## src/rtl/disp_pkg.sv

```systemverilog
package disp_pkg;
  localparam int DIGIT_W = 4;
  localparam logic [6:0] SEG_DASH = 7'b0000001;
  localparam logic [6:0] SEG_OFF  = 7'b0000000;

  function automatic logic [6:0] seg_of(input logic [DIGIT_W-1:0] v);
    logic [6:0] s;
    case (v)
      4'd0: s = 7'b1111110;
      4'd1: s = 7'b0110000;
      4'd2: s = 7'b1101101;
      4'd3: s = 7'b1111001;
      4'd4: s = 7'b0110011;
      4'd5: s = 7'b1011011;
      4'd6: s = 7'b1011111;
      4'd7: s = 7'b1110000;
      4'd8: s = 7'b1111111;
      4'd9: s = 7'b1111011;
      default: s = SEG_OFF;
    endcase
    return s;
  endfunction

  // Saturate a count to the number of display positions.
  function automatic int unsigned sat_count(input int unsigned v, input int unsigned lim);
    return (v > lim) ? lim : v;
  endfunction
endpackage

```

## src/rtl/scan_timer.sv

```systemverilog
module scan_timer #(
  parameter int NUM_POS     = 6,
  parameter int STEP_CYCLES = 100000,
  localparam int IDX_W = $clog2(NUM_POS + 1),
  localparam int TW    = (STEP_CYCLES > 1) ? $clog2(STEP_CYCLES) : 1
) (
  input  logic             clk,
  input  logic             rst_n,
  output logic [IDX_W-1:0] pos_o,
  output logic             blank_o,
  output logic             step_o
);
  logic [TW-1:0]    tick_q;
  logic [IDX_W-1:0] pos_q;
  logic             blank_q;

  assign step_o = (tick_q == TW'(STEP_CYCLES - 1));

  always_ff @(posedge clk) begin
    if (!rst_n) begin
      tick_q  <= '0;
      pos_q   <= '0;
      blank_q <= 1'b1;
    end else if (step_o) begin
      tick_q  <= '0;
      pos_q   <= (pos_q == IDX_W'(NUM_POS - 1)) ? '0 : pos_q + 1'b1;
      blank_q <= 1'b1;
    end else begin
      tick_q  <= tick_q + 1'b1;
      blank_q <= 1'b0;
    end
  end

  assign pos_o   = pos_q;
  assign blank_o = blank_q;

  p_advance_r2: assert property (@(posedge clk) disable iff (!rst_n)
    step_o |=> (pos_q != $past(pos_q)));
  p_pos_range_r2: assert property (@(posedge clk) disable iff (!rst_n)
    pos_q < IDX_W'(NUM_POS));
  p_hold_r2: assert property (@(posedge clk) disable iff (!rst_n)
    !step_o |=> $stable(pos_q));
endmodule

```

## src/rtl/slot_select.sv

```systemverilog
module slot_select
  import disp_pkg::*;
#(
  parameter int NUM_POS = 6,
  localparam int IDX_W = $clog2(NUM_POS + 1)
) (
  input  logic [IDX_W-1:0]           pos_i,
  input  logic                       show_digits_i,
  input  logic [IDX_W-1:0]           entered_i,
  input  logic [IDX_W-1:0]           len_i,
  input  logic [NUM_POS*DIGIT_W-1:0] digits_i,
  output logic                       active_o,
  output logic [DIGIT_W-1:0]         value_o
);
  logic [IDX_W-1:0] lim;
  logic [IDX_W-1:0] idx;

  always_comb begin
    lim = show_digits_i ? IDX_W'(sat_count(int'(len_i), NUM_POS))
                        : IDX_W'(sat_count(int'(entered_i), NUM_POS));
    active_o = (pos_i < lim);
    idx = lim - 1'b1 - pos_i;
    value_o = '0;
    for (int k = 0; k < NUM_POS; k++) begin
      if (idx == IDX_W'(k)) value_o = digits_i[k*DIGIT_W +: DIGIT_W];
    end
  end
endmodule

```

## src/rtl/seg_driver.sv

```systemverilog
module seg_driver
  import disp_pkg::*;
#(
  parameter int NUM_POS = 6,
  localparam int IDX_W = $clog2(NUM_POS + 1)
) (
  input  logic [IDX_W-1:0]   pos_i,
  input  logic               active_i,
  input  logic               blank_i,
  input  logic               show_digits_i,
  input  logic [DIGIT_W-1:0] value_i,
  output logic [6:0]         seg_o,
  output logic [NUM_POS-1:0] sel_n_o
);
  logic [6:0] pattern;

  assign pattern = show_digits_i ? seg_of(value_i) : SEG_DASH;

  generate
    for (genvar p = 0; p < NUM_POS; p++) begin : g_sel
      assign sel_n_o[p] = !(active_i && (pos_i == IDX_W'(p)));
    end
  endgenerate

  assign seg_o = (active_i && !blank_i) ? pattern : SEG_OFF;

  always_comb begin
    a_dark_seg_off_r6: assert (!(sel_n_o == '1 && seg_o != SEG_OFF));
  end
endmodule

```

## src/rtl/lock_digit_display.sv

```systemverilog
module lock_digit_display
  import disp_pkg::*;
#(
  parameter int NUM_POS     = 6,
  parameter int STEP_CYCLES = 100000,
  localparam int IDX_W = $clog2(NUM_POS + 1)
) (
  input  logic                       clk,
  input  logic                       rst_n,
  input  logic                       locked_i,
  input  logic                       set_mode_i,
  input  logic [IDX_W-1:0]           entered_cnt_i,
  input  logic [IDX_W-1:0]           code_len_i,
  input  logic [NUM_POS*DIGIT_W-1:0] digits_i,
  output logic [6:0]                 seg_o,
  output logic [NUM_POS-1:0]         sel_n_o
);
  logic [IDX_W-1:0]   pos_w;
  logic               blank_w;
  logic               step_w;
  logic               show_digits_w;
  logic               active_w;
  logic [DIGIT_W-1:0] value_w;

  assign show_digits_w = !locked_i || set_mode_i;

  scan_timer #(.NUM_POS(NUM_POS), .STEP_CYCLES(STEP_CYCLES)) u_timer (
    .clk    (clk),
    .rst_n  (rst_n),
    .pos_o  (pos_w),
    .blank_o(blank_w),
    .step_o (step_w)
  );

  slot_select #(.NUM_POS(NUM_POS)) u_slot (
    .pos_i        (pos_w),
    .show_digits_i(show_digits_w),
    .entered_i    (entered_cnt_i),
    .len_i        (code_len_i),
    .digits_i     (digits_i),
    .active_o     (active_w),
    .value_o      (value_w)
  );

  seg_driver #(.NUM_POS(NUM_POS)) u_drv (
    .pos_i        (pos_w),
    .active_i     (active_w),
    .blank_i      (blank_w),
    .show_digits_i(show_digits_w),
    .value_i      (value_w),
    .seg_o        (seg_o),
    .sel_n_o      (sel_n_o)
  );

  p_one_select_r2: assert property (@(posedge clk) disable iff (!rst_n)
    $onehot0(~sel_n_o));
  p_blank_on_move_r3: assert property (@(posedge clk) disable iff (!rst_n)
    (pos_w != $past(pos_w)) |-> (seg_o == SEG_OFF));
  p_dash_only_r7: assert property (@(posedge clk) disable iff (!rst_n)
    (locked_i && !set_mode_i) |-> (seg_o == SEG_OFF || seg_o == SEG_DASH));
  p_zero_count_dark_r8: assert property (@(posedge clk) disable iff (!rst_n)
    (locked_i && !set_mode_i && entered_cnt_i == '0) |-> (sel_n_o == '1));
endmodule

```

## config.mk

```make
export PLATFORM = sky130hd
export DESIGN_NAME = lock_digit_display
export DESIGN_NICKNAME = d
export VERILOG_FILES = /design/src/rtl/disp_pkg.sv /design/src/rtl/scan_timer.sv /design/src/rtl/slot_select.sv /design/src/rtl/seg_driver.sv /design/src/rtl/lock_digit_display.sv
export SDC_FILE = /design/constraint.sdc
export NUM_CORES = 1
export LEC_CHECK = 0
export BUFFER_PORTS_ARGS = -buffer_cell sky130_fd_sc_hd__buf_2
export CORE_MARGIN = 5
export CORE_UTILIZATION = 53
export CTS_BUF_LIST = sky130_fd_sc_hd__clkbuf_8
export DETAILED_ROUTE_END_ITERATION = 10
export PLACE_DENSITY = 0.84
export SLEW_MARGIN = 0
export SYNTH_ARGS = -nofsm -noshare
export SYNTH_HDL_FRONTEND = slang
export SYNTH_SLANG_ARGS = --single-unit
```

## constraint.sdc

```tcl
create_clock -name clk -period 6.21 [get_ports clk]
set_input_delay 1.242 -clock clk [delete_from_list [all_inputs] [get_ports clk]]
set_output_delay 1.242 -clock clk [all_outputs]
set_load 0.1 [all_outputs]
```

==> impl_metrics.csv, run 1 <==
group,metric,value,unit
logic_synthesis,synth-async-reset-ratio,0,%
sta,finalSetupViolCount,0,
power_and_ir_drop,clkPwrFrac,20.0,%
critical_path,crit_chain,"buf_2 -> nand2b_1 -> o21ai_0 -> ha_1 -> inv_1 -> fa_1 -> xnor2_2 -> mux4_2 -> a21oi_2 -> inv_1 -> ha_1 -> o31ai_1 -> o211ai_1 -> a311oi_2 -> buf_12",
sta,rsz0062_at_grt,"no",
routing,vias,1448,
floorplan,dieArea,4120,sq um
routing,dr.first_iter.drc_count,93,
sta,drv_slew,0,
sta,fin_worst_skew,0.00271,ns
sta,fin_ws,0.321,ns
critical_path,start_kind,"input port",
routing,drt-wirelength-per-cell,13.5,microns
logic_synthesis,ys_ff_latch,21,
power_and_ir_drop,p_sw,188,uW
global_route,grt_start_max_net_pins,18,
global_route,antenna_found_initial,0,
power_and_ir_drop,intPower,250,uW
critical_path,critPathMaxFanout,9,
routing,totalWireLength,3510,microns
logic_synthesis,synth.distinct_cells,47,
routing,via_per_inst,5.57,
power_and_ir_drop,powerDensity,230,nW/um^2
cells_and_area,drive_above_1_share,28.4,%
power_and_ir_drop,swShare,42.9,%
routing,post-route-drc-count,0,
sta,fmax,170,MHz
worst_hold_path,min_path_cells,1,
sta,period_share,94.8,%
global_route,grt_pass1_wl,5790,microns
cells_and_area,nFillCells,229,
cells_and_area,final_cell_mix,"buf_2, nor2_1, dfxtp_1",
logic_synthesis,yosysTopAreaCell,"dfxtp_1",
global_route,grt_overflow,0,
routing,antenna_left,0,
global_route,first_global_vias,1389,
power_and_ir_drop,power_frac_seq,31.6,%
cells_and_area,layout_commonest_cell,"buf_2",
power_and_ir_drop,p_leak,0.812,nW
sta,tns,0,ns
critical_path,crit_slowest_cell,"xnor2_2",
clock_tree,cts_hold_buf,0,
cells_and_area,stdcell_count,260,
placement,place_congestion,0.874,
global_route,grt_use_total,16.8,%
cells_and_area,nets,276,
critical_path,endpoint_kind,"output port",
critical_path,max_stage_delay,0.41,ns
logic_synthesis,syn-num-nets,229,
routing,first_pass_iters,5,
logic_synthesis,yosysWarningCount,0,
clock_tree,clk_pin_slew_worst_paths,0.07,ns
clock_tree,cts_buffer_depth,2,
sta,worst_pin_slew,1.11,ns
clock_tree,clock_sinks,21,
logic_synthesis,synth-edff-count,0,
critical_path,arrival,4.65,ns
power_and_ir_drop,total_power,438,uW
clock_tree,cts_buffers,3,
logic_synthesis,syn_area_per_cell,8.51,sq um
placement,dpl.cell_count,256,
power_and_ir_drop,power_frac_comb,48.4,%
floorplan,die_h,64.2,microns
sta,relSlewSlack,25.8,%
worst_hold_path,hp-class,"reg2reg",
floorplan,initial_core_util,56.0,%
placement,post-dp-hpwl,2750,microns
cells_and_area,diodes,0,
logic_synthesis,synth-main-ff-cell,"dfxtp_1",
clock_tree,insertion_delay,0.26,ns
critical_path,critical_path_class,"in2out",
sta,timing_hold_violations_final,0,
logic_synthesis,yosysTopAreaCellShare,27.0,%
floorplan,coreArea,2780,sq um
sta,period_needed,5.89,ns
clock_tree,root_buffer,"clkbuf_8",
logic_synthesis,synthTopCellsByArea,"dfxtp_1, ha_1, nor2_1, mux2i_1, mux4_2",
critical_path,r2r_cells,5,
run,drv.max_cap_violation_count,0,
cells_and_area,final_util,68.4,%
critical_path,cp_data_required_time,4.97,ns
cells_and_area,area_growth,22.3,%
power_and_ir_drop,peakVddDrop,0.000254,V
logic_synthesis,synth_area,1560,sq um
status,status,"completed",
placement,dp_slack,0.236,ns
clock_tree,htreeDepth,1,
placement,numPortBuffers,46,
floorplan,ios,47,
logic_synthesis,ys_seq_area_share,27.0,%
floorplan,rows,19,
clock_tree,cts_tree,"yes",
logic_synthesis,syn_inst,183,
floorplan,fp.dieW,64.2,microns
-- power groups by stage --
stage                     logic [mW]  clock network (mW)  registers, mW
after global routing           0.224              0.0949          0.139
after global placement         0.204                   0          0.141
after detailed placement       0.209                   0          0.142
after floorplan                0.163                   0          0.141
final                          0.212              0.0879          0.138
after CTS                      0.209              0.0899          0.138
-- worst paths after layout --
check	start	to	slack, ns
max	set_mode_i	seg_o[0]	0.32
min	u_timer.tick_q[0]$_SDFF_PP0_	u_timer.tick_q[0]$_SDFF_PP0_	0.47
max reg2reg	u_timer.tick_q[0]$_SDFF_PP0_	u_timer.tick_q[6]$_SDFF_PP0_	4.11
min reg2reg	u_timer.tick_q[0]$_SDFF_PP0_	u_timer.tick_q[0]$_SDFF_PP0_	0.47
-- Yosys cell counts, types with 2 or more instances --
| master | n |
|---|---|
| a21oi_1 | 7 |
| or3_1 | 3 |
| xnor2_1 | 7 |
| nand2b_1 | 2 |
| nor3_1 | 5 |
| mux4_2 | 3 |
| nor4b_1 | 2 |
| nor2b_1 | 3 |
| and4_1 | 2 |
| a21o_1 | 2 |
| a31oi_1 | 2 |
| mux2i_1 | 8 |
| ha_1 | 11 |
| o21ai_0 | 7 |
| nand3_1 | 10 |
| nor2_1 | 23 |
| inv_1 | 13 |
| and2_1 | 2 |
| clkbuf_1 | 2 |
| nand2_1 | 12 |
| xor2_1 | 7 |
| dfxtp_1 | 21 |
| nand4_1 | 5 |
-- per-stage QoR --
stage,cell area (sq um),hold slack [ns]
final,1900,0.467
after global routing,1900,0.496
after CTS,1900,0.465
after detailed placement,1850,0.448
after global placement,1850,0.443
after floorplan,1580,0.430
-- registers in the layout (all words and copies together), names as in the netlist --
name	cells
u_timer.pos_o	3
u_timer.tick_q	17
u_timer.blank_o	1
-- timing repair --
action | 4_1_cts | 5_1_grt
endpoints found under the hold margin | 0 | 0
buffers inserted | 0 | 0
resized for setup | 0 | 2
setup endpoints to repair | 0 | 2
-- worst max-delay path, delay by kind of cell --
family,cells,cell delay [ns]
AO/OA/AOI/OAI,5,1.09
XOR/XNOR,1,0.41
adder cells (fa/ha/maj),3,0.80
buffers and inverters,4,0.46
multiplexers,1,0.40
AND/OR/NAND/NOR,1,0.23
-- routing by layer --
layer	up-vias	track usage (%)	share of wire [%]
met5	-	0	0
met4	0	6.11	1.3
met3	5	2.80	6.5
met2	40	31.7	53
met1	667	18.5	39
li1	736	-	-
-- cell families (layout without fill, tap and decap cells) --
kind of cell	Yosys count	in the layout	share of synthesized area, %
AND/OR/NAND/NOR	78	78	26.6
AO/OA/AOI/OAI	26	26	10.8
flip-flops	21	21	27.0
buffers and inverters	17	63	4.66
XOR/XNOR	15	15	8.92
multiplexers	14	14	11.9
adder cells (fa/ha/maj)	12	12	10.1
-- layout make-up --
| type | count | area [sq um] | share of cell area [%] |
|---|---|---|---|
| clock inverters | 1 | 3.75 | 0.197 |
| inverters | 13 | 48.8 | 2.56 |
| well taps | 31 | 38.8 | 2.04 |
| flip-flops and latches | 21 | 420 | 22.1 |
| multi-input cells | 145 | 1090 | 57.1 |
| clock buffers | 3 | 41.3 | 2.17 |
| repair buffers | 46 | 263 | 13.8 |
Power figures use the tool's default switching activity.
==> inputs of run 2 (changes only) <==
--- a/config.mk
+++ b/config.mk
@@ -5,9 +5,10 @@
 export SDC_FILE = /design/constraint.sdc
 export NUM_CORES = 1
 export LEC_CHECK = 0
+export ABC_AREA = 1
 export BUFFER_PORTS_ARGS = -buffer_cell sky130_fd_sc_hd__buf_2
 export CORE_MARGIN = 5
-export CORE_UTILIZATION = 53
+export CORE_UTILIZATION = 54
 export CTS_BUF_LIST = sky130_fd_sc_hd__clkbuf_8
 export DETAILED_ROUTE_END_ITERATION = 10
 export PLACE_DENSITY = 0.84
==> run 2 against run 1 <==
  * Setup slack gained 0.14 ns
  * Critical path depth grew 8
  * Area after synthesis grew 8.4%
  * Die area grew 5.4%
  * Power shrank 2.4%
  * Sequential power is essentially flat
  * First-iteration DRC count grew 5.4%
  * Combinational power shrank 4%
  * Sequential cell count is the same
  * Design area grew 5.2%
  * Critical endpoint is now seg_o[3]
  * Utilization shrank 2.3 points
==> impl_metrics.csv, run 2 <==
group,metric,value,unit
critical_path,critPathMaxFanout,12,
logic_synthesis,yosysTopAreaCell,"dfxtp_1",
power_and_ir_drop,power_frac_seq,32.2,%
logic_synthesis,yosysTopAreaCellShare,24.9,%
sta,relSlewSlack,66.0,%
logic_synthesis,synth-edff-count,0,
power_and_ir_drop,intPower,232,uW
critical_path,crit_top_cell,"inv_1",
floorplan,initial_core_util,55.7,%
clock_tree,cts_buffers,3,
placement,dpl.cell_count,350,
logic_synthesis,ys_ff_latch,21,
logic_synthesis,yosysMostFrequentCell,"nand2_1",
routing,antenna_left,0,
logic_synthesis,synth_area,1690,sq um
cells_and_area,regMostFlops,"u_timer.tick_q",
cells_and_area,nets,357,
sta,rsz0062_at_grt,"no",
clock_tree,root_buffer,"clkbuf_8",
sta,worst_pin_slew,0.509,ns
clock_tree,insertion_delay,0.26,ns
logic_synthesis,synthTopCellsByArea,"dfxtp_1, nand2_1, inv_1, ha_1, nor2_1",
sta,fmax,174,MHz
status,status,"completed",
placement,post-dp-hpwl,2920,microns
logic_synthesis,synth-main-ff-cell,"dfxtp_1",
power_and_ir_drop,p_sw,196,uW
critical_path,crit_slowest_cell,"buf_2",
routing,via_per_inst,4.89,
clock_tree,cts_hold_buf,0,
floorplan,dieArea,4340,sq um
logic_synthesis,ys_seq_area_share,24.9,%
logic_synthesis,yosysWarningCount,0,
global_route,antenna_found_initial,0,
critical_path,r2r_cells,9,
sta,timing_hold_violations_final,0,
global_route,grt_pass1_wl,6100,microns
logic_synthesis,syn-num-nets,308,
global_route,grt_overflow,0,
global_route,first_global_vias,1568,
worst_hold_path,min_path_cells,1,
routing,dr.first_iter.drc_count,98,
power_and_ir_drop,swShare,45.7,%
cells_and_area,largest_reg_flops,17,
power_and_ir_drop,powerDensity,214,nW/um^2
cells_and_area,layout_commonest_cell,"nand2_1",
critical_path,endpoint_kind,"output port",
critical_path,critical_path_class,"in2out",
cells_and_area,area_growth,18.7,%
sta,fin_worst_skew,0.00396,ns
run,drv.max_cap_violation_count,0,
routing,drt-wirelength-per-cell,9.86,microns
floorplan,rows,20,
critical_path,cp_data_required_time,4.97,ns
sta,period_needed,5.74,ns
power_and_ir_drop,power_frac_comb,47.7,%
logic_synthesis,syn_area_per_cell,6.44,sq um
floorplan,coreArea,3030,sq um
clock_tree,post_cts_resized,0,
power_and_ir_drop,p_leak,0.936,nW
floorplan,die_h,65.9,microns
global_route,grt_start_max_net_pins,17,
sta,finalSetupViolCount,0,
clock_tree,cts_buffer_depth,2,
sta,drv_slew,0,
critical_path,crit_chain,"buf_2 -> nor2_1 -> a21oi_1 -> a21oi_1 -> ha_1 -> inv_1 -> fa_1 -> inv_1 -> nand2_1 -> nand2_2 -> nand2_1 -> inv_1 -> nand2_1 -> nand4_1 -> a21oi_1 -> nand2_1 -> inv_1 -> ha_1 -> or2_0 -> inv_1 -> nor2_1 -> nor2_1 -> buf_2",
sta,tns,0,ns
cells_and_area,diodes,0,
power_and_ir_drop,clkPwrFrac,20.1,%
routing,totalWireLength,3490,microns
routing,vias,1732,
placement,dp_slack,0.464,ns
clock_tree,htreeDepth,1,
power_and_ir_drop,peakVddDrop,0.000170,V
sta,period_share,92.5,%
critical_path,arrival,4.50,ns
clock_tree,clk_pin_slew_worst_paths,0.07,ns
logic_synthesis,synth.distinct_cells,33,
routing,first_pass_iters,4,
cells_and_area,drive_above_1_share,22.9,%
sta,fin_ws,0.465,ns
critical_path,max_stage_delay,0.42,ns
routing,post-route-drc-count,0,
logic_synthesis,syn_inst,262,
power_and_ir_drop,total_power,428,uW
clock_tree,post_cts_buffers,0,
critical_path,start_kind,"input port",
placement,place_congestion,0.896,
global_route,grt_use_total,17.1,%
worst_hold_path,hp-class,"reg2reg",
clock_tree,cts_tree,"yes",
floorplan,ios,47,
cells_and_area,final_cell_mix,"nand2_1, inv_1, buf_2",
logic_synthesis,synth-async-reset-ratio,0,%
clock_tree,clock_sinks,21,
logic_synthesis,netlist_top_cells_count,"nand2_1, inv_1, nor2_1",
placement,numPortBuffers,46,
floorplan,fp.dieW,65.9,microns
cells_and_area,stdcell_count,354,
## run 2: layout make-up
type / count / area [sq um]
Tap cell: 44 / 55.1
Clock inverter: 1 / 3.75
Fill cell: 280 / 1030
Multi-Input combinational cell: 193 / 1080
Inverter: 46 / 173
Timing Repair Buffer: 46 / 230
Sequential cell: 21 / 420
Clock buffer: 3 / 41.3
## run 2: through the flow
step / hold slack, ns / cell area, sq um / utilization [%]
3_3_place_gp: 0.430 / 1960 / 64.6
2_1_floorplan: 0.417 / 1690 / -
3_5_place_dp: 0.442 / 1960 / 64.6
4_1_cts: 0.455 / 2000 / 66.1
6_report: 0.451 / 2000 / 66.1
5_1_grt: 0.492 / 2000 / 66.1
## run 2: cell families (layout without fill, tap and decap cells)
group | after synthesis | count (layout) | synth area share [%]
flip-flops | 21 | 21 | 24.9
AO/OA/AOI/OAI | 33 | 33 | 10.7
XOR/XNOR | 2 | 2 | 1.04
adder cells (fa/ha/maj) | 12 | 12 | 9.35
AND/OR/NAND/NOR | 146 | 146 | 42.7
buffers and inverters | 48 | 96 | 11.3
## run 2: power by group through the flow
stage          clock network (mW)  registers [mW]  logic (mW)
3_3_place_gp                    0           0.141       0.203
4_1_cts                    0.0875           0.138       0.206
5_1_grt                    0.0956           0.138       0.227
3_5_place_dp                    0           0.141       0.205
2_1_floorplan                   0           0.141       0.170
6_report                   0.0860           0.138       0.204
## run 2: per-layer routing
metal / track usage [%] / routed length [microns]
met5: 0 / 0
met4: 4.15 / 53
met3: 3.40 / 216
met2: 28.5 / 1590
met1: 22.6 / 1630
## run 2: worst paths after layout
check                                from  slack [ns]                            end
max                            set_mode_i        0.47                       seg_o[3]
min          u_timer.tick_q[0]$_SDFF_PP0_        0.45   u_timer.tick_q[0]$_SDFF_PP0_
max reg2reg  u_timer.tick_q[9]$_SDFF_PP0_        4.23  u_timer.tick_q[10]$_SDFF_PP0_
min reg2reg  u_timer.tick_q[0]$_SDFF_PP0_        0.45   u_timer.tick_q[0]$_SDFF_PP0_
## run 2: worst max-delay path: cells and delay by family
| kind | cells | cell delay, ns |
|---|---|---|
| buf+inv | 7 | 0.92 |
| simple gates | 10 | 1.21 |
| compound gates | 3 | 0.25 |
| fa+ha+maj | 3 | 0.86 |
==> inputs of run 3 (changes only) <==
--- a/config.mk
+++ b/config.mk
@@ -11,7 +11,9 @@
 export CORE_UTILIZATION = 54
 export CTS_BUF_LIST = sky130_fd_sc_hd__clkbuf_8
 export DETAILED_ROUTE_END_ITERATION = 10
+export GPL_TIMING_DRIVEN = 0
 export PLACE_DENSITY = 0.84
+export REMOVE_ABC_BUFFERS = 1
 export SLEW_MARGIN = 0
 export SYNTH_ARGS = -nofsm -noshare
 export SYNTH_HDL_FRONTEND = slang
==> run 3 against run 2 <==
  * Sequential cell count did not move
  * Wire length is 3.9% higher
  * Count of clock-buffer cells in the layout unchanged
  * Sequential share of layout area about the same
  * Setup slack got worse by 0.093 ns
  * Sequential power hardly changed
  * Largest power group unchanged
  * Highest routed layer unchanged
==> impl_metrics.csv, run 3 (same netlist as run 2, synthesis figures left out) <==
group,metric,value,unit
global_route,antenna_found_initial,0,
sta,period_needed,5.84,ns
routing,totalWireLength,3630,microns
clock_tree,post_cts_buffers,0,
status,status,"completed",
power_and_ir_drop,p_sw,195,uW
power_and_ir_drop,total_power,427,uW
critical_path,arrival,4.60,ns
clock_tree,root_buffer,"clkbuf_8",
critical_path,path_delay_family,"simple AND/OR/NAND/NOR gates",
routing,post-route-drc-count,0,
critical_path,endpoint_kind,"output port",
critical_path,critPathMaxFanout,12,
critical_path,worst-path-buf-inv,7,
floorplan,fp.dieW,65.9,microns
sta,period_share,94.0,%
routing,drt-wirelength-per-cell,10.2,microns
critical_path,crit_slowest_cell,"buf_2",
cells_and_area,largest_reg_flops,17,
power_and_ir_drop,peakVddDrop,0.000127,V
routing,dr.first_iter.drc_count,89,
routing,first_pass_iters,4,
power_and_ir_drop,power_frac_seq,32.3,%
sta,rsz0062_at_grt,"no",
clock_tree,clk_pin_slew_worst_paths,0.07,ns
cells_and_area,final_util,66.0,%
placement,place_congestion,0.838,
floorplan,rows,20,
floorplan,ios,47,
cells_and_area,regMostFlops,"u_timer.tick_q",
worst_hold_path,hp-class,"reg2reg",
sta,worst_pin_slew,0.521,ns
global_route,grt_pass1_wl,6240,microns
global_route,first_global_vias,1556,
cells_and_area,layout_commonest_cell,"nand2_1",
clock_tree,clock_sinks,21,
clock_tree,insertion_delay,0.26,ns
cells_and_area,nets,357,
run,drv.max_cap_violation_count,0,
power_and_ir_drop,swShare,45.7,%
cells_and_area,drive_above_1_share,22.6,%
worst_hold_path,min_path_cells,1,
global_route,grt_overflow,0,
cells_and_area,stdcell_count,354,
global_route,grt_start_max_net_pins,17,
sta,timing_hold_violations_final,0,
clock_tree,post_cts_resized,0,
sta,fmax,171,MHz
critical_path,start_kind,"input port",
power_and_ir_drop,intPower,232,uW
global_route,grt_use_total,18.0,%
routing,vias,1726,
critical_path,cp_data_required_time,4.97,ns
clock_tree,htreeDepth,1,
sta,drv_slew,0,
critical_path,crit_top_cell,"inv_1",
sta,finalSetupViolCount,0,
routing,via_per_inst,4.88,
floorplan,initial_core_util,55.7,%
sta,relSlewSlack,65.2,%
placement,dpl.cell_count,350,
placement,post-dp-hpwl,3020,microns
sta,fin_worst_skew,0.000914,ns
power_and_ir_drop,power_frac_comb,47.6,%
clock_tree,cts_buffer_depth,2,
clock_tree,cts_tree,"yes",
critical_path,max_stage_delay,0.43,ns
power_and_ir_drop,clkPwrFrac,20.1,%
floorplan,die_h,65.9,microns
power_and_ir_drop,powerDensity,214,nW/um^2
critical_path,cp.depth,23,
routing,antenna_left,0,
critical_path,critical_path_class,"in2out",
cells_and_area,diodes,0,
critical_path,r2r_cells,9,
critical_path,crit_chain,"buf_2 -> nor2_1 -> a21oi_1 -> a21oi_1 -> ha_1 -> inv_1 -> fa_1 -> inv_1 -> nand2_1 -> nand2_2 -> nand2_1 -> inv_1 -> nand2_1 -> nand4_1 -> a21oi_1 -> nand2_1 -> inv_1 -> ha_1 -> or2_0 -> inv_1 -> nor2_1 -> nor2_1 -> buf_2",
floorplan,dieArea,4340,sq um
placement,numPortBuffers,46,
power_and_ir_drop,p_leak,0.936,nW
floorplan,coreArea,3030,sq um
clock_tree,cts_buffers,3,
clock_tree,cts_hold_buf,0,
cells_and_area,area_growth,18.5,%
cells_and_area,final_cell_mix,"nand2_1, inv_1, buf_2",
[run 3: cell counts in the layout (fill, tap and decap cells not counted)]
No cell type changed its count.
[run 3: power groups by stage]
stage | clock network [mW] | logic (mW) | registers, mW
after global placement | 0 | 0.201 | 0.141
final | 0.0858 | 0.203 | 0.138
after global routing | 0.0992 | 0.226 | 0.138
after CTS | 0.0898 | 0.204 | 0.138
after detailed placement | 0 | 0.203 | 0.141
after floorplan | 0 | 0.166 | 0.141
[run 3: routing by layer]
metal  GRT usage (%)  wire length, microns  part of all wire [%]
met1            21.6                  1680                    46
met2            31.3                  1680                    46
met3            3.91                   226                   6.2
met4            5.96                    43                   1.2
met5               0                     0                     0
[run 3: metrics by stage]
step	hold WS, ns	worst slack [ns]	area, sq um	TNS, ns
final	0.458	0.372	2000	0
after global routing	0.497	0.0402	2000	0
after CTS	0.462	0.368	2000	0
after detailed placement	0.444	0.393	1950	0
after global placement	0.432	0.419	1950	0
after floorplan	0.418	-0.0113	1670	-0.0113
[run 3: final cells by class]
| type | instances | area [sq um] |
|---|---|---|
| Fill cell | 280 | 1030 |
| Sequential cell | 21 | 420 |
| Multi-Input combinational cell | 193 | 1070 |
| Tap cell | 44 | 55.1 |
| Clock inverter | 1 | 3.75 |
| Inverter | 46 | 173 |
| Clock buffer | 3 | 41.3 |
| Timing Repair Buffer | 46 | 230 |
[run 3: path summary, 6_finish.rpt]
path                                                    from                             to  slack, ns
worst max-delay path                              set_mode_i                       seg_o[3]       0.37
worst min-delay path            u_timer.tick_q[0]$_SDFF_PP0_   u_timer.tick_q[0]$_SDFF_PP0_       0.46
worst max register to register  u_timer.tick_q[9]$_SDFF_PP0_  u_timer.tick_q[11]$_SDFF_PP0_       4.19
worst min register to register  u_timer.tick_q[0]$_SDFF_PP0_   u_timer.tick_q[0]$_SDFF_PP0_       0.46
